## src/rtl/sram_seq_pkg.sv

```systemverilog
`timescale 1ns/1ps
package sram_seq_pkg;

  typedef enum logic [2:0] {
    ST_IDLE,
    ST_GAP,
    ST_WRITE,
    ST_RECOV,
    ST_READ
  } seq_state_e;

  // ns limit -> whole cycles, never below one
  function automatic int ns_to_cyc(input int ns, input int clk_ns);
    int c;
    c = (ns + clk_ns - 1) / clk_ns;
    return (c < 1) ? 1 : c;
  endfunction

  function automatic int max2(input int a, input int b);
    return (a > b) ? a : b;
  endfunction

endpackage

```

## src/rtl/sram_seq_timer.sv

```systemverilog
`timescale 1ns/1ps
module sram_seq_timer #(
  parameter int W = 4
) (
  input  logic         clk_i,
  input  logic         rst_ni,
  input  logic         load_i,
  input  logic [W-1:0] load_val_i,
  output logic         done_o
);

  logic [W-1:0] cnt_q;

  always_ff @(posedge clk_i or negedge rst_ni) begin
    if (!rst_ni)            cnt_q <= '0;
    else if (load_i)        cnt_q <= load_val_i;
    else if (cnt_q != '0)   cnt_q <= cnt_q - 1'b1;
  end

  assign done_o = (cnt_q == '0);

endmodule

```

## src/rtl/sram_seq_guard.sv

```systemverilog
`timescale 1ns/1ps
module sram_seq_guard #(
  parameter int REL_CYC = 4
) (
  input  logic clk_i,
  input  logic rst_ni,
  input  logic arm_i,
  output logic clear_o,
  output logic quiet_o
);

  localparam int W = $clog2(REL_CYC + 1);

  logic [W-1:0] cnt_q;

  always_ff @(posedge clk_i or negedge rst_ni) begin
    if (!rst_ni)          cnt_q <= '0;
    else if (arm_i)       cnt_q <= W'(REL_CYC);
    else if (cnt_q != '0) cnt_q <= cnt_q - 1'b1;
  end

  // drive may start at the coming edge
  assign clear_o = (cnt_q <= W'(1));
  assign quiet_o = (cnt_q == '0);

  generate
    if (REL_CYC > 1) begin : g_chk
      p_arm_blocks_r8: assert property (@(posedge clk_i) disable iff (!rst_ni)
        arm_i |=> !clear_o);
    end
  endgenerate

endmodule

```

## src/rtl/sram_seq_dpath.sv

```systemverilog
`timescale 1ns/1ps
module sram_seq_dpath #(
  parameter int ADDR_W = 19,
  parameter int DATA_W = 8
) (
  input  logic              clk_i,
  input  logic              rst_ni,
  input  logic              accept_i,
  input  logic [ADDR_W-1:0] addr_i,
  input  logic [DATA_W-1:0] wdata_i,
  input  logic              capture_i,
  input  logic [DATA_W-1:0] dq_i,
  output logic [ADDR_W-1:0] addr_o,
  output logic [DATA_W-1:0] dq_o,
  output logic [DATA_W-1:0] rdata_o,
  output logic              rvalid_o
);

  always_ff @(posedge clk_i or negedge rst_ni) begin
    if (!rst_ni) begin
      addr_o <= '0;
      dq_o   <= '0;
    end else if (accept_i) begin
      addr_o <= addr_i;
      dq_o   <= wdata_i;
    end
  end

  always_ff @(posedge clk_i or negedge rst_ni) begin
    if (!rst_ni) begin
      rdata_o  <= '0;
      rvalid_o <= 1'b0;
    end else begin
      rvalid_o <= capture_i;
      if (capture_i) rdata_o <= dq_i;
    end
  end

  p_rvalid_pulse_r7: assert property (@(posedge clk_i) disable iff (!rst_ni)
    rvalid_o |=> !rvalid_o);

  p_rdata_hold_r7: assert property (@(posedge clk_i) disable iff (!rst_ni)
    !capture_i |=> $stable(rdata_o));

endmodule

```

## src/rtl/sram_seq.sv

```systemverilog
`timescale 1ns/1ps
module sram_seq
  import sram_seq_pkg::*;
#(
  parameter int ADDR_W     = 19,
  parameter int DATA_W     = 8,
  parameter int CLK_NS     = 10,
  parameter int T_CYCLE_NS = 85,
  parameter int T_AA_NS    = 85,
  parameter int T_OE_NS    = 50,
  parameter int T_WP_NS    = 65,
  parameter int T_AW_NS    = 75,
  parameter int T_DS_NS    = 50,
  parameter int T_REL_NS   = 35
) (
  input  logic              clk_i,
  input  logic              rst_ni,
  input  logic              req_i,
  input  logic              wr_i,
  input  logic [ADDR_W-1:0] addr_i,
  input  logic [DATA_W-1:0] wdata_i,
  output logic              busy_o,
  output logic              rvalid_o,
  output logic [DATA_W-1:0] rdata_o,
  output logic              mem_cs_n_o,
  output logic              mem_we_n_o,
  output logic              mem_oe_n_o,
  output logic [ADDR_W-1:0] mem_addr_o,
  output logic [DATA_W-1:0] mem_dq_o,
  output logic              mem_dq_oe_o,
  input  logic [DATA_W-1:0] mem_dq_i
);

  localparam int CYC_C = ns_to_cyc(T_CYCLE_NS, CLK_NS);
  localparam int RD_C  = max2(max2(CYC_C, ns_to_cyc(T_AA_NS, CLK_NS)),
                              ns_to_cyc(T_OE_NS, CLK_NS));
  localparam int WE_C  = max2(max2(ns_to_cyc(T_WP_NS, CLK_NS), ns_to_cyc(T_AW_NS, CLK_NS)),
                              ns_to_cyc(T_DS_NS, CLK_NS));
  localparam int REC_C = (CYC_C > WE_C) ? CYC_C - WE_C : 0;
  localparam int REL_C = ns_to_cyc(T_REL_NS, CLK_NS);
  localparam int TW    = $clog2(max2(RD_C, WE_C) + 1);

  seq_state_e    state_q, state_d;
  logic          accept, tdone, capture, bus_clear, bus_quiet;
  logic          t_load;
  logic [TW-1:0] t_val;

  assign accept  = req_i && (state_q == ST_IDLE);
  assign capture = (state_q == ST_READ) && tdone;
  assign busy_o  = (state_q != ST_IDLE);

  always_comb begin
    state_d = state_q;
    t_load  = 1'b0;
    t_val   = '0;
    unique case (state_q)
      ST_IDLE: if (req_i) begin
        if (!wr_i) begin
          state_d = ST_READ;
          t_load  = 1'b1;
          t_val   = TW'(RD_C - 1);
        end else if (bus_clear) begin
          state_d = ST_WRITE;
          t_load  = 1'b1;
          t_val   = TW'(WE_C - 1);
        end else begin
          state_d = ST_GAP;
        end
      end
      ST_GAP: if (bus_clear) begin
        state_d = ST_WRITE;
        t_load  = 1'b1;
        t_val   = TW'(WE_C - 1);
      end
      ST_WRITE: if (tdone) begin
        if (REC_C > 0) begin
          state_d = ST_RECOV;
          t_load  = 1'b1;
          t_val   = TW'((REC_C > 0) ? REC_C - 1 : 0);
        end else begin
          state_d = ST_IDLE;
        end
      end
      ST_RECOV: if (tdone) state_d = ST_IDLE;
      ST_READ:  if (tdone) state_d = ST_IDLE;
      default:  state_d = ST_IDLE;
    endcase
  end

  // strobes registered from next state: no glitches at the pins
  always_ff @(posedge clk_i or negedge rst_ni) begin
    if (!rst_ni) begin
      state_q     <= ST_IDLE;
      mem_cs_n_o  <= 1'b1;
      mem_we_n_o  <= 1'b1;
      mem_oe_n_o  <= 1'b1;
      mem_dq_oe_o <= 1'b0;
    end else begin
      state_q     <= state_d;
      mem_cs_n_o  <= 1'b0;
      mem_we_n_o  <= (state_d != ST_WRITE);
      mem_oe_n_o  <= (state_d != ST_READ);
      mem_dq_oe_o <= (state_d == ST_WRITE);
    end
  end

  sram_seq_timer #(.W(TW)) i_timer (
    .clk_i      (clk_i),
    .rst_ni     (rst_ni),
    .load_i     (t_load),
    .load_val_i (t_val),
    .done_o     (tdone)
  );

  sram_seq_guard #(.REL_CYC(REL_C)) i_guard (
    .clk_i   (clk_i),
    .rst_ni  (rst_ni),
    .arm_i   (capture),
    .clear_o (bus_clear),
    .quiet_o (bus_quiet)
  );

  sram_seq_dpath #(.ADDR_W(ADDR_W), .DATA_W(DATA_W)) i_dpath (
    .clk_i     (clk_i),
    .rst_ni    (rst_ni),
    .accept_i  (accept),
    .addr_i    (addr_i),
    .wdata_i   (wdata_i),
    .capture_i (capture),
    .dq_i      (mem_dq_i),
    .addr_o    (mem_addr_o),
    .dq_o      (mem_dq_o),
    .rdata_o   (rdata_o),
    .rvalid_o  (rvalid_o)
  );

  p_cs_held_r1: assert property (@(posedge clk_i) disable iff (!rst_ni)
    !mem_cs_n_o |=> !mem_cs_n_o);

  p_no_accept_busy_r2: assert property (@(posedge clk_i) disable iff (!rst_ni)
    busy_o |=> $stable(mem_addr_o));

  p_strobe_excl_r3: assert property (@(posedge clk_i) disable iff (!rst_ni)
    !(!mem_we_n_o && !mem_oe_n_o));

  p_addr_held_r4: assert property (@(posedge clk_i) disable iff (!rst_ni)
    (busy_o && !accept) |=> $stable(mem_addr_o));

  p_drive_on_we_r5: assert property (@(posedge clk_i) disable iff (!rst_ni)
    $fell(mem_we_n_o) |-> mem_dq_oe_o);

  p_drive_off_we_r5: assert property (@(posedge clk_i) disable iff (!rst_ni)
    $rose(mem_we_n_o) |-> !mem_dq_oe_o);

  p_no_clash_r8: assert property (@(posedge clk_i) disable iff (!rst_ni)
    mem_dq_oe_o |-> (mem_oe_n_o && bus_quiet));

endmodule

```

## config.mk

```make
export PLATFORM = sky130hd
export DESIGN_NAME = sram_seq
export DESIGN_NICKNAME = d
export VERILOG_FILES = /design/src/rtl/sram_seq_pkg.sv /design/src/rtl/sram_seq_timer.sv /design/src/rtl/sram_seq_guard.sv /design/src/rtl/sram_seq_dpath.sv /design/src/rtl/sram_seq.sv
export SDC_FILE = /design/constraint.sdc
export NUM_CORES = 1
export LEC_CHECK = 0
export BUFFER_PORTS_ARGS = -buffer_cell sky130_fd_sc_hd__buf_2
export CAP_MARGIN = 20
export CORE_MARGIN = 2
export CORE_UTILIZATION = 48
export CTS_BUF_LIST = sky130_fd_sc_hd__clkbuf_16
export DETAILED_ROUTE_END_ITERATION = 16
export PLACE_DENSITY = 0.86
export SLEW_MARGIN = 30
export SYNTH_ARGS = -nofsm -noshare
export SYNTH_HDL_FRONTEND = slang
export SYNTH_SLANG_ARGS = --single-unit
export TNS_END_PERCENT = 5
```

## constraint.sdc

```tcl
create_clock -name clk_i -period 2.3 [get_ports clk_i]
set_clock_uncertainty 0.05 [all_clocks]
set_input_delay 0.115 -clock clk_i [delete_from_list [all_inputs] [get_ports clk_i]]
set_output_delay 0.115 -clock clk_i [all_outputs]
set_load 0.01 [all_outputs]
```

* Word level (Yosys, flattened, before mapping) *
Cells that the tools add are included.

cells by class
  eq/ne operators = 7
  reductions and logical operators = 10
  multiplexer cells = 20
  add/sub/neg operators = 2
  magnitude comparators = 1

operator list
  cell                 count
  $mux 3               8
  $mux 4               4
  $pmux 3 s4           1
  $eq 3x2->1 const B   3
  $pmux 4 s2           1
  $reduce_bool 3->1    2
  $logic_not 4->1      1
  $mux 1               4
  $reduce_bool 2->1    2
  $reduce_bool 4->1    1
  $sub 4x1->4 const B  1
  $eq 3x1->1 const B   1
  $eq 3x3->1 const B   1
  $le 3x1->1 const B   1
  $logic_not 3->1      1
  $ne 3x2->1 const B   1
  $ne 3x3->1 const B   1
  $pmux 1 s3           1
  $sub 3x1->3 const B  1
  $logic_and 1x1->1    2
  $mux 2               1
  $reduce_or 2->1      1

word-level totals
  bits in registers = 50
  logic and storage cells = 51
  bits of input ports = 39
  output and inout bits = 41

* Longest topological paths before layout *
Gate-level depths: netlist of run 1.

  word-level depth = 6
  gate-level depth with buffers = 8
  gate-level depth less buffers = 7

* By module *
Synthesis of run 1 repeated with hierarchy kept, for this count alone.

second synthesis, totals
  cells, all modules = 149
  area total of the unflattened synthesis = 2237.1 um^2

modules (own cells, without submodules)
  module          instances  cells each  area each (um^2)
  sram_seq_dpath  1          75          1426.4
  sram_seq        1          33          371.6
  sram_seq_timer  1          22          234.0
  sram_seq_guard  1          19          205.2

* Worst setup path before layout of run 1 *
No wires, ideal clock.

  path kind = reg2reg
  from = reg i_guard.cnt_q[1]
  to = reg i_timer.cnt_q[1]
  path slack = 0.702 ns
  cell stages (with the launch flop) = 6
  arrival time = 1.449 ns
  data required time = 2.151 ns
  cell sequence = dfrtp_1 inv_1 ha_1 o21bai_1 or4_4 a311oi_1

between the ends
  cells in the longest elaborated chain, start to end = 6
  elaborated cells on any way between the ends = 11
  classes of those cells = order compare (1); mux (9); reduce/logical (1)

ends and longest elaborated chain
  element                                      RTL line                        text
  from (decl)                                  sram_seq_guard.sv:14            logic [W-1:0] cnt_q;
  from (signal assigned)                       sram_seq_guard.sv:18            else if (arm_i) cnt_q <= W'(REL_CYC);
  from (signal assigned)                       sram_seq_guard.sv:19            else if (cnt_q != '0) cnt_q <= cnt_q - 1'b1;
  $le 3x1->1 (*)                               sram_seq_guard.sv:23            assign clear_o = (cnt_q <= W'(1));
  $mux 1 or $mux 3 (tied branches)             sram_seq.sv:62, sram_seq.sv:70
  $mux 1 or $mux 4 (tied branches)             sram_seq.sv:58                  if (!wr_i) begin
  $mux 1 or $mux 4 (tied branches)             sram_seq.sv:57                  ST_IDLE: if (req_i) begin
  $pmux 1 s3 or $pmux 4 s2 (tied branches)     sram_seq.sv:56                  unique case (state_q)
  $mux 4 or $reduce_bool 2->1 (tied branches)  --
  to (signal assigned)                         sram_seq_timer.sv:16            else if (load_i) cnt_q <= load_val_i;
  to (signal assigned)                         sram_seq_timer.sv:17            else if (cnt_q != '0) cnt_q <= cnt_q - 1'b1;
  to (decl)                                    sram_seq_timer.sv:12            logic [W-1:0] cnt_q;

Every way passes the cells marked *; elsewhere a longest branch is shown, timed or not.
A chain may end at the register's enable or synchronous reset.

* Final worst setup path of run 1 *
  from = reg i_timer.cnt_q[0]
  to = reg i_dpath.rdata_o[7]

between the ends
  cells in the longest elaborated chain, start to end = 2

ends and longest elaborated chain
  element               RTL line              text
  $logic_not 4->1       sram_seq_timer.sv:20  assign done_o = (cnt_q == '0);
  $logic_and 1x1->1     sram_seq.sv:49        assign capture = (state_q == ST_READ) && tdone;
  to (signal assigned)  sram_seq_dpath.sv:35  if (capture_i) rdata_o <= dq_i;
  to (decl)             sram_seq_dpath.sv:15  output logic [DATA_W-1:0] rdata_o,

Every way passes these cells.

==> reports/results.tsv, run 1 <==
metric	value	unit
status	complete, no violations	
crit_required	2.47	ns
seq_area_frac_synth	0.590	
syn-num-nets	274	
r2r_slack	0.48	ns
vias_per_cell	4.82	
cp_slowest_stage_delay	0.37	ns
cts_htree_levels	2	
layout.nets	387	
grt_pass1_wl	8.83	mm
ys.warnings.count	0	
drt_wl_total	5.20	mm
ys_ff_latch	50	
yosysTopAreaCellShare	0.553	
crit_arrival	1.99	ns
finalHoldViolCount	0	
critical_path.max_fanout	11	
cap_violations	0	
crit_chain	inv_1 > ha_1 > nor3b_2 > nand3_2 > inv_2 > nand2_1 > nand2_1	
post_drt_wl_per_cell	13.1	microns
die_w	70.6	microns
startpoint_type	flip-flop	
synth_edf_count	0	
core	4320	sq um
endpoint_kind	flip-flop	
postSynthCellCount	231	
track_usage	0.227	
rsz0062_at_grt	false	
clk_pin_slew	0.06	ns
synth_area_leaders	dfrtp_1 (55%), nand2_1 (19%), dfstp_2 (3.7%), ha_1 (2.4%), nor2_1 (1.9%)	
cts_setup_buffers	0	
fin_crit_sh	0.790	
clock-sinks	50	
postRouteAntennaNets	0	
area_growth_syn_to_layout	42.7	%
critical_path_class	flip-flop to flip-flop	
gp_congestion	0.768	
grt_antenna_before_repair	0	
drtPass1Iterations	4	
clock_path_buffers	2	
post-route-min-period	1.82	ns
async_reset_ff_frac	1.00	
yosysUniqueCellTypes	35	
drc	0	
vias	1907	
initialDrtViolationCount	132	
yosys.area.top_type	dfrtp_1	
drive_gt1_frac	0.285	
dp_hpwl	3.20	mm
drv_slew	0	
pin_count	80	
die_h	70.6	microns
rows	24	
powerDensity	1280	nW/um^2
slew_headroom	0.630	
numPortBuffers	79	
synth_common_cells	nand2_1 (107), dfrtp_1 (47), nor2_1 (11), buf_2 (6), inv_1 (6)	
tns	0	ns
grt_pass1_vias	1988	
p_leak	0.00165	uW
worst_slew_pin_slew	0.554	ns
overflow	0	
antennaDiodeCount	0	
root_buffer	clkbuf_16	
fmax	550	MHz
tritoncts	yes	
stdcell_area	3040	sq um
slowest_stage	dfrtp_1	
grt_max_degree	28	
crit_top_cell	nand2_1	
cts_buffers	5	
min_path_type	input port to flip-flop	
synth_most_common_cell	nand2_1	
peakVddDrop	0.678	mV
clk_latency	0.28	ns
postPlaceCellArea	2550	sq um
setup_viol	0	
postSynthAreaPerCell	9.21	sq um
dieArea	4980	sq um
floorplan.initialDensity	0.492	
yosys_most_used_dff	dfrtp_1	
synth_area	2130	sq um
path summary, 6_finish.rpt:
path	from	to	cells after the start
max	i_timer.cnt_q[0]	i_dpath.rdata_o[7]	7
min reg2reg	i_dpath.dq_o[1]	i_dpath.dq_o[1]	2
max reg2reg	i_timer.cnt_q[0]	i_dpath.rdata_o[7]	7
max in group asynchronous	rst_ni	i_dpath.addr_o[15]	3
min in group asynchronous	rst_ni	mem_dq_oe_o	2
min	addr_i[12]	i_dpath.addr_o[12]	3
metal layers:
| layer | vias to the layer above | wire length, microns | global-route usage |
|---|---|---|---|
| met5 | - | 0 | 0 |
| met4 | 0 | 133 | 0.111 |
| met3 | 15 | 316 | 0.0627 |
| met2 | 81 | 2630 | 0.384 |
| met1 | 865 | 2120 | 0.269 |
| li1 | 946 | - | - |
registers in the layout, summed over array words and instances, names as in the netlist:
register and count:
i_dpath.addr_o 19, i_dpath.dq_o 8, i_dpath.rdata_o 8, i_timer.cnt_q 4
i_guard.cnt_q 3, state_q 3, i_dpath.rvalid_o 1, mem_cs_n_o 1
mem_dq_oe_o 1, mem_oe_n_o 1, mem_we_n_o 1
cells by family after synthesis:
| logic type | Yosys count | share of synthesized area |
|---|---|---|
| flops | 50 | 0.590 |
| xor+xnor | 2 | 0.00823 |
| simple gates | 137 | 0.272 |
| compound gates | 17 | 0.0553 |
| fa+ha+maj | 4 | 0.0235 |
| mux | 2 | 0.00941 |
| other cells | 1 | 0.00176 |
| buf+inv | 18 | 0.0406 |
through the flow:
step                      std cells  total power, uW  hold slack (ns)  setup WS (ns)   util
after floorplan                 231             2580           -0.231          0.702      -
after global placement          354             3060           0.0852          0.575  0.590
after detailed placement        354             3130           0.0904          0.494  0.590
after CTS                       396             3880           0.0122          0.474  0.703
after global routing            396             4190           0.0197          0.317  0.703
final                           396             3880           0.0203          0.482  0.703
critical path, delay by kind of cell (launching register included):
family                     cells  cell delay, ns
and+or+nand+nor                4            0.79
adders and majority gates      1            0.22
buffers and inverters          2            0.32
DFF                            1            0.37
power breakdown:
group / internal [uW] / switching (uW) / total (uW)
Combinational: 696 / 900 / 1600
Sequential: 1300 / 287 / 1590
Clock: 393 / 298 / 691
final cells by class:
class	count	area, sq um
Clock buffer	5	125
Clock inverter	2	11.3
Fill cell	315	1290
Inverter	7	26.3
Multi-Input combinational cell	163	787
Sequential cell	50	1250
Tap cell	52	65.1
Timing Repair Buffer	117	768
timing repair:
action,in CTS,in global routing
gates resized for setup,0,0
hold buffers,35,0
endpoints found under the setup margin,0,0
hold endpoints to repair,55,0
cells in the final DEF, fill, tap and decap left out, types with 3 or more instances in the layout:
cell / instances
nand2_1: 107
buf_2: 79
dfrtp_1: 47
dlygate4sd3_1: 35
nor2_1: 11
inv_1: 7
nor3_1: 5
clkbuf_16: 5
a21oi_1: 4
ha_1: 4
nor3b_1: 3
o21ai_0: 3
dfstp_2: 3
buf_4: 3
(Power assumes the default switching activity.)
==> run 2, diff against run 1 <==
--- a/config.mk
+++ b/config.mk
@@ -8,10 +8,10 @@
 export BUFFER_PORTS_ARGS = -buffer_cell sky130_fd_sc_hd__buf_2
 export CAP_MARGIN = 20
 export CORE_MARGIN = 2
-export CORE_UTILIZATION = 48
+export CORE_UTILIZATION = 44
 export CTS_BUF_LIST = sky130_fd_sc_hd__clkbuf_16
 export DETAILED_ROUTE_END_ITERATION = 16
-export PLACE_DENSITY = 0.86
+export PLACE_DENSITY = 0.84
 export SLEW_MARGIN = 30
 export SYNTH_ARGS = -nofsm -noshare
 export SYNTH_HDL_FRONTEND = slang
==> constraint.sdc (replaced) <==
create_clock -name clk_i -period 1.5 [get_ports clk_i]
set_clock_uncertainty 0.05 [all_clocks]
set_input_delay 0.075 -clock clk_i [delete_from_list [all_inputs] [get_ports clk_i]]
set_output_delay 0.075 -clock clk_i [all_outputs]
set_load 0.01 [all_outputs]
==> reports/results.tsv, run 2 (synthesis results as in run 1) <==
metric	value	unit	change
numPortBuffers	79		unchanged
drc	0		unchanged
clock-sinks	50		unchanged
drv_slew	0		unchanged
critical_path.max_fanout	4		-7
dp_hpwl	3.25	mm	+1.6%
tns	-0.166	ns	-0.166 ns
p_comb_frac	0.444		+0.032
startpoint_type	flip-flop		
crit_arrival	1.72	ns	-0.27 ns
clockPowerShare	0.190		+0.012
min_path_type	input port to flip-flop		
power_frac_seq	0.366		-0.044
crit_path_start	i_guard.cnt_q[1]		
antennaDiodeCount	0		unchanged
final_cell_mix	nand2_1 (104), buf_2 (79), dfrtp_1 (46)		
peakVddDrop	1.06	mV	+57%
die_h	73.6	microns	+4.2%
pin_count	80		unchanged
p_switching	2420	uW	+63%
endpoint_kind	flip-flop		
grt_antenna_before_repair	0		unchanged
post_drt_wl_per_cell	12.6	microns	-4.0%
dieArea	5410	sq um	+8.6%
crit_required	1.64	ns	-0.83 ns
finalHoldViolCount	0		unchanged
ff2ff_path_depth	5		-2
clock_path_buffers	2		unchanged
r2r_slack	-0.09	ns	-0.57 ns
hp-start	wr_i		
holdPathEnd	i_timer.cnt_q[3]		
overflow	0		unchanged
clk_pin_slew	0.06	ns	about the same
switching_share	0.369		-0.0146
holdWs	0.0147	ns	-0.00564 ns
rr_endpoint	i_timer.cnt_q[1]		
postRouteAntennaNets	0		unchanged
tritoncts	yes		
grt_pass1_vias	1772		-11%
fmax	630	MHz	+14%
vias_per_cell	4.71		-2.3%
gp_congestion	0.759		-1.1%
violations	setup timing		
root_buffer	clkbuf_16		
crit-reg2reg-launch	i_guard.cnt_q[1]		
powerDensity	2010	nW/um^2	+57%
die_w	73.6	microns	+4.2%
reg_top3	i_dpath.addr_o (19), i_dpath.dq_o (8), i_dpath.rdata_o (8)		
critical_path_class	flip-flop to flip-flop		
post-route-min-period	1.59	ns	-0.229 ns
cts_buffers	5		unchanged
drt_wl_total	5.21	mm	+0.13%
cts_htree_levels	2		unchanged
area_growth_syn_to_layout	54.0	%	
hold_path_depth	2		-1
grt_max_degree	30		+7.1%
initialDrtViolationCount	96		-27%
cts_setup_buffers	0		unchanged
setup_ws	-0.0882	ns	-0.571 ns
status	finished, violations left		
rsz0062_at_grt	true		
track_usage	0.199		-0.0281
final_common_cell	nand2_1		
vias	1944		+1.9%
p_leak	0.00174	uW	+5.7%
floorplan.initialDensity	0.454		-0.0386
fin_crit_sh	1.06		+0.269
drtPass1Iterations	4		unchanged
drive_gt1_frac	0.354		+0.0689
cap_violations	0		unchanged
top_register	i_dpath.addr_o		
total_power	6580	uW	+70%
rows	25		+4.2%
core	4690	sq um	+8.5%
clk_latency	0.28	ns	about the same
p_int	4150	uW	+74%
setup_viol	4		+4
largest_reg_flops	19		unchanged
grt_pass1_wl	8.12	mm	-8.1%
layout.nets	401		+3.6%
[run 2: cell types whose count changed in the layout (fill, tap and decap cells not counted), moves of 2 or more]
| cell | change |
|---|---|
| nand2_1 | -3 |
| buf_4 | +10 |
| nor3_2 | +2 |
| buf_6 | +2 |
| nor3_1 | -3 |
| nand2_2 | +3 |
| inv_2 | +2 |
| inv_1 | -3 |
[run 2: repair_timing]
item	in CTS	in global routing
setup endpoints to repair	5	47
pin swaps	1	6
hold endpoints to repair	52	0
resized for setup	4	14
hold buffers	36	0
[run 2: critical path: stages (launching register included)]
cell      delay, ns
dfrtp_1        0.41
inv_2          0.07
ha_1           0.15
o21bai_1       0.08
or4_4          0.50
a311oi_2       0.23
[run 2: area by class of cell]
class | instances | area, sq um
repair buffers | 131 | 896
clock buffers | 5 | 125
multi-input cells | 163 | 861
inverters | 7 | 31.3
flip-flops and latches | 50 | 1260
clock inverters | 3 | 41.3
well taps | 54 | 67.6
fillers | 346 | 1410
[run 2: routing by layer]
metal	GRT usage	wire length, microns	vias up
met5	0	0	-
met4	0.0687	80	0
met3	0.0508	334	10
met2	0.334	2640	71
met1	0.250	2160	889
li1	-	-	974
[run 2: how the worst max path moves through the flow]
| stage | endpoint | slack, ns |
|---|---|---|
| after floorplan | i_timer.cnt_q[1] | -0.02 |
| after global placement | state_q[0] | -0.007 |
| after detailed placement | i_timer.cnt_q[1] | -0.11 |
| after CTS | i_timer.cnt_q[1] | -0.10 |
| after global routing | i_timer.cnt_q[1] | -0.18 |
| final | i_timer.cnt_q[1] | -0.09 |
[run 2: power by group through the flow]
stage | sequential [uW] | clock, uW | combinational, uW
after CTS | 2360 | 1270 | 2850
after global routing | 2470 | 1320 | 3270
final | 2410 | 1250 | 2920
after floorplan | 2570 | 0 | 1420
after detailed placement | 2370 | 0 | 2710
after global placement | 2350 | 0 | 2620
[run 2: metrics by stage]
| step | util | setup WS [ns] | area (sq um) | std cells |
|---|---|---|---|---|
| 2_1_floorplan | - | -0.0169 | 2140 | 231 |
| 3_3_place_gp | 0.570 | -0.00663 | 2680 | 369 |
| 3_5_place_dp | 0.570 | -0.112 | 2680 | 369 |
| 4_1_cts | 0.686 | -0.102 | 3220 | 413 |
| 5_1_grt | 0.699 | -0.178 | 3280 | 413 |
| 6_report | 0.699 | -0.0882 | 3280 | 413 |
